==> src/rtl/rd_deser_pkg.sv <==
package rd_deser_pkg;
  localparam int unsigned BYTE_W = 8;
  localparam logic [BYTE_W-1:0] SYNC_PAT = 8'h19;

  typedef logic [BYTE_W-1:0] byte_t;

  // Next contents of the shift window after one MSB-first shift.
  function automatic byte_t shift_in(input byte_t cur, input logic b);
    return {cur[BYTE_W-2:0], b};
  endfunction
endpackage

==> src/rtl/rd_gate_ctl.sv <==
module rd_gate_ctl #(
  parameter int unsigned SETTLE_CYC = 500
) (
  input  logic clk,
  input  logic rst_n,
  input  logic read_req,
  input  logic on_cyl,
  input  logic wr_busy,
  output logic gate,
  output logic settled
);
  localparam int unsigned TW = $clog2(SETTLE_CYC + 1);
  localparam logic [TW-1:0] LAST = TW'(SETTLE_CYC - 1);

  logic          gate_d, gate_q;
  logic          set_d, set_q;
  logic [TW-1:0] tcnt_d, tcnt_q;
  logic          tcnt_en;

  always_comb begin
    gate_d  = read_req & on_cyl & ~wr_busy;
    tcnt_en = gate_q & ~set_q;
    tcnt_d  = tcnt_q;
    set_d   = set_q;
    if (!gate_q) begin
      tcnt_d = '0;
      set_d  = 1'b0;
    end else if (tcnt_en) begin
      tcnt_d = tcnt_q + 1'b1;
      if (tcnt_q == LAST) set_d = 1'b1;
    end
  end

  always_ff @(posedge clk or negedge rst_n) begin
    if (!rst_n) begin
      gate_q <= 1'b0;
      set_q  <= 1'b0;
      tcnt_q <= '0;
    end else begin
      gate_q <= gate_d;
      set_q  <= set_d;
      tcnt_q <= tcnt_d;
    end
  end

  assign gate    = gate_q;
  assign settled = set_q;
endmodule

==> src/rtl/rd_shifter.sv <==
module rd_shifter
  import rd_deser_pkg::*;
(
  input  logic  clk,
  input  logic  rst_n,
  input  logic  gate,
  input  logic  stb,
  input  logic  sdata,
  output byte_t win
);
  byte_t win_d, win_q;

  always_comb begin
    win_d = win_q;
    if (!gate)     win_d = '0;
    else if (stb)  win_d = shift_in(win_q, sdata);
  end

  always_ff @(posedge clk or negedge rst_n) begin
    if (!rst_n) win_q <= '0;
    else        win_q <= win_d;
  end

  assign win = win_q;
endmodule

==> src/rtl/rd_framer.sv <==
module rd_framer
  import rd_deser_pkg::*;
(
  input  logic  clk,
  input  logic  rst_n,
  input  logic  gate,
  input  logic  settled,
  input  logic  dev_cmd,
  input  logic  stb,
  input  logic  sdata,
  input  byte_t win,
  output byte_t rx_byte,
  output logic  rx_vld,
  output logic  data_good
);
  localparam int unsigned CW = $clog2(BYTE_W + 1);
  localparam logic [CW-1:0] ONE  = CW'(1);
  localparam logic [CW-1:0] FULL = CW'(BYTE_W);

  logic [CW-1:0] cnt_d, cnt_q;
  logic          good_d, good_q;
  byte_t         byte_d, byte_q;
  logic          vld_d, vld_q;
  byte_t         nxt;
  logic          armed, hit, xfer;

  always_comb begin
    nxt   = shift_in(win, sdata);
    armed = (cnt_q == ONE);
    hit   = stb & settled & ~good_q & armed & (nxt == SYNC_PAT);
    xfer  = stb & good_q & (cnt_q == FULL);

    cnt_d  = cnt_q;
    good_d = good_q;
    byte_d = byte_q;
    vld_d  = 1'b0;

    if (!gate || !dev_cmd) begin
      cnt_d = '0;
    end else if (cnt_q == '0) begin
      cnt_d = ONE;
    end else if (stb && good_q) begin
      cnt_d = xfer ? ONE : cnt_q + 1'b1;
    end

    if (!gate)     good_d = 1'b0;
    else if (hit)  good_d = 1'b1;

    if (xfer && gate && dev_cmd) begin
      byte_d = nxt;
      vld_d  = 1'b1;
    end
  end

  always_ff @(posedge clk or negedge rst_n) begin
    if (!rst_n) begin
      cnt_q  <= '0;
      good_q <= 1'b0;
      byte_q <= '0;
      vld_q  <= 1'b0;
    end else begin
      cnt_q  <= cnt_d;
      good_q <= good_d;
      byte_q <= byte_d;
      vld_q  <= vld_d;
    end
  end

  assign rx_byte   = byte_q;
  assign rx_vld    = vld_q;
  assign data_good = good_q;
endmodule

==> src/rtl/rd_deser.sv <==
module rd_deser #(
  parameter int unsigned CLK_MHZ   = 100,
  parameter int unsigned SETTLE_US = 5
) (
  input  logic       clk,
  input  logic       rst_n,
  input  logic       sdata,
  input  logic       rck_stb,
  input  logic       read_req,
  input  logic       dev_cmd,
  input  logic       on_cyl,
  input  logic       wr_busy,
  output logic [7:0] rx_byte,
  output logic       rx_vld,
  output logic       data_good,
  output logic       bus_oe
);
  import rd_deser_pkg::*;
  localparam int unsigned SETTLE_CYC = CLK_MHZ * SETTLE_US;

  logic  gate, settled;
  byte_t win;

  rd_gate_ctl #(.SETTLE_CYC(SETTLE_CYC)) u_gate (
    .clk(clk), .rst_n(rst_n), .read_req(read_req), .on_cyl(on_cyl),
    .wr_busy(wr_busy), .gate(gate), .settled(settled)
  );

  rd_shifter u_shift (
    .clk(clk), .rst_n(rst_n), .gate(gate), .stb(rck_stb),
    .sdata(sdata), .win(win)
  );

  rd_framer u_frame (
    .clk(clk), .rst_n(rst_n), .gate(gate), .settled(settled),
    .dev_cmd(dev_cmd), .stb(rck_stb), .sdata(sdata), .win(win),
    .rx_byte(rx_byte), .rx_vld(rx_vld), .data_good(data_good)
  );

  assign bus_oe = gate;
endmodule

==> config.mk <==
export PLATFORM = sky130hd
export DESIGN_NAME = rd_deser
export DESIGN_NICKNAME = d
export VERILOG_FILES = /design/src/rtl/rd_deser_pkg.sv /design/src/rtl/rd_gate_ctl.sv /design/src/rtl/rd_shifter.sv /design/src/rtl/rd_framer.sv /design/src/rtl/rd_deser.sv
export SDC_FILE = /design/constraint.sdc
export NUM_CORES = 1
export LEC_CHECK = 0
export ABC_AREA = 1
export CAP_MARGIN = 20
export CORE_ASPECT_RATIO = 1.2
export CORE_MARGIN = 2
export CORE_UTILIZATION = 40
export DETAILED_ROUTE_END_ITERATION = 8
export GPL_TIMING_DRIVEN = 1
export PLACE_DENSITY = 0.58
export SKIP_CTS_REPAIR_TIMING = 1
export SLEW_MARGIN = 10
export SYNTH_ARGS = -nofsm -noshare
export SYNTH_HDL_FRONTEND = slang
export SYNTH_SLANG_ARGS = --single-unit
export TNS_END_PERCENT = 1
==> constraint.sdc <==
create_clock -name clk -period 2.6 [get_ports clk]
set_clock_uncertainty 0.1 [all_clocks]
set_input_delay 0.39 -clock clk [delete_from_list [all_inputs] [get_ports clk]]
set_output_delay 0.39 -clock clk [all_outputs]
set_load 0.005 [all_outputs]
==> flow_summary.yaml <==
global_routing:
  grt_remaining_overflow: 0
  grt_pass1_wl_mm: 4.91
  antenna_found_initial: 0
  grt_max_degree: 33
  gr-usage-all-layers_pct: 15.8
  first_global_vias: 1161
yosys:
  syn_area_per_cell_um2: 8.79
  synth_flop_cell: "dfrtp_1"
  async_reset_ff_share_pct: 100
  synth_seq_cells: 32
  synth_nets: 182
  synth-edff-count: 0
  synth.area.top_cells: "dfrtp_1, nand2_1, nor2_1"
  synth.top_cell.area_share_pct: 53.6
  synthCells: 170
  synth_largest_area_cell: "dfrtp_1"
  seq_area_frac_synth_pct: 53.6
  synth_top_family_by_area: "simple AND/OR/NAND/NOR gates"
  yosys.area_share.simple_pct: 24.9
  yosys.area_share.adder_pct: 3.35
  synthDistinctLibCells: 21
  synthMuxAreaShare_pct: 0
  syn_area_mm2: 0.00149
  synth_compound_area_share_pct: 11.6
  ys_warn_count: 0
  synth-xor-area-share_pct: 0
sta:
  tightest_slew_ns: 0.513
  drv_slew: 0
  period_needed_ns: 2.04
  rsz0062_at_grt: "no"
  holdWs_ns: 0.385
  setup_viol: 0
  fmax_mhz: 490
  setup_ws_ns: 0.561
  finalHoldViolations: 0
  slew_headroom_pct: 65.8
  fin_crit_sh_pct: 78.4
  finalSetupTns_ns: 0
worst_setup_path:
  worst-path-max-fanout: 17
  crit_required_ns: 2.11
  path_cells: "clkdlybuf4s50_1"
  worstPathArrival_ns: 1.55
  max_stage_delay_ns: 0.66
  cp_slowest_cell: "dfrtp_1"
  cp_top_family: "flip-flops"
  crit_buf_inv: 1
  path_class: "flip-flop to output pin"
  cp-end-kind: "output pin"
  start_kind: "flip-flop"
detailed_routing:
  drtIter0Drc: 55
  num_vias: 1174
  avgRoutedWirePerCell_um: 12.4
  drtAntennaViolNets: 0
  drcViolationCount: 0
  first_pass_iters: 4
  postRouteWirelength_mm: 2.87
  vias_per_cell: 5.06
pwr:
  max-vdd-ir-drop_uv: 292
  power_mw: 0.950
  powerDensity_mw_per_mm2: 525
  p_leak_nw: 0.793
cells_and_area:
  final_nets: 205
  layoutNonFillerInstCount: 232
  syn2layout_area_growth_pct: 21.0
  n_fill_cell: 355
  post-route-cell-area_mm2: 0.00181
  utilization_pct: 50.2
  drive_gt1_share_pct: 10.9
  n_antenna_cell: 0
cts:
  clkTransAtPathRegs_ns: 0.07
  clock_latency_ns: 0.29
  clock-sinks: 32
  cts_tree: "yes"
  clock-root-buffer: "clkbuf_8"
  cts_inserted_buffers: 5
  htreeDepth: 2
  cts_buffer_depth: 2
worst_hold_path:
  hold_path.class: "flip-flop to flip-flop"
floorplan:
  core.rowCount: 24
  die_x_um: 59.8
  fp.dieH_um: 70.9
  io_pins: 19
  core_area_mm2: 0.00360
  dieArea_mm2: 0.00424
  initial_core_util_pct: 41.5
placed_design:
  dp_hpwl_mm: 2.03
  placed_cell_area_mm2: 0.00171
  routabilityCongestion: 0.767
  io_buffers: 18
  placed_cells: 225
  pre_cts_slack_ns: 0.765
status:
  status: "finished clean"
run:
  maxCapViolCount: 0
==> final timing paths <==
kind / from / to / slack, ns / cells past startpoint
hold reg to reg: u_frame.rx_byte[0] / u_frame.rx_byte[0] / 0.39 / 2
min in group asynchronous: rst_n / u_frame.rx_vld / 0.40 / 2
setup / recovery: u_gate.gate / bus_oe / 0.56 / 1
hold / removal: u_frame.rx_byte[0] / u_frame.rx_byte[0] / 0.39 / 2
max in group asynchronous: rst_n / u_frame.data_good / 1.70 / 2
setup reg to reg: u_frame.cnt_q[0] / u_frame.rx_byte[4] / 1.02 / 7
==> synth_stat cells (2+ instances only) <==
cell      count
inv_1        19
nand2_1      37
a21oi_1       6
o21ai_2       8
ha_1          4
o22ai_1       7
nand3_1      14
clkbuf_1      2
o21ai_0       6
nand4_1       4
nor2_1       21
dfrtp_1      32
nand2_2       2
==> registers in the layout, summed over array words and instances, names as in the netlist <==
register / cells
u_frame.rx_vld: 1
u_frame.rx_byte: 8
u_gate.gate: 1
u_frame.data_good: 1
u_shift.win: 7
u_gate.tcnt_q: 9
u_gate.settled: 1
u_frame.cnt_q: 4
==> power breakdown <==
group          internal, mW  total, mW  switching (mW)
sequential            0.500      0.504         0.00436
clock                 0.235      0.410           0.175
combinational        0.0153     0.0351          0.0198
==> cell type report <==
type	instances	area, um^2	share of cell area [%]
Timing Repair Buffer	19	188	10.4
Inverter	21	78.8	4.36
Multi-Input combinational cell	114	596	32.9
Clock buffer	7	96.3	5.33
Tap cell	39	48.8	2.70
Sequential cell	32	801	44.3
==> kinds of logic (layout without fill, tap and decap cells) <==
kind of cell	Yosys count	count (layout)
AND/OR/NAND/NOR	83	83
flip-flops	32	32
AO/OA/AOI/OAI	27	27
adder cells (fa/ha/maj)	4	4
buffers and inverters	24	47
==> cell usage in the layout (no fill, tap or decap) <==
master and instances:
a21oi_1 6, buf_4 1, clkbuf_8 7, clkdlybuf4s50_1 18, clkinv_1 1, dfrtp_1 32
ha_1 4, inv_1 19, inv_2 1, nand2_1 37, nand2_2 2, nand2_4 1
nand3_1 14, nand4_1 4, nor2_1 21, nor3_1 1, nor3_4 1, nor3b_1 1
o21ai_0 6, o21ai_2 8, o22ai_1 7, or2_1 1
==> routing by layer <==
| metal | part of all wire (%) | up-vias | track usage (%) |
|---|---|---|---|
| li1 | - | 594 | - |
| met2 | 51 | 26 | 26.9 |
| met3 | 4.6 | 5 | 6.40 |
| met5 | 0 | - | 0 |
| met1 | 43 | 549 | 16.4 |
| met4 | 1.8 | 0 | 7.16 |
==> worst min-delay path, cell delays in order (launching register included) <==
cell and delay [ns]:
dfrtp_1 0.35, nand2_1 0.06, o21ai_2 0.04
Power figures use the tool's default switching activity.
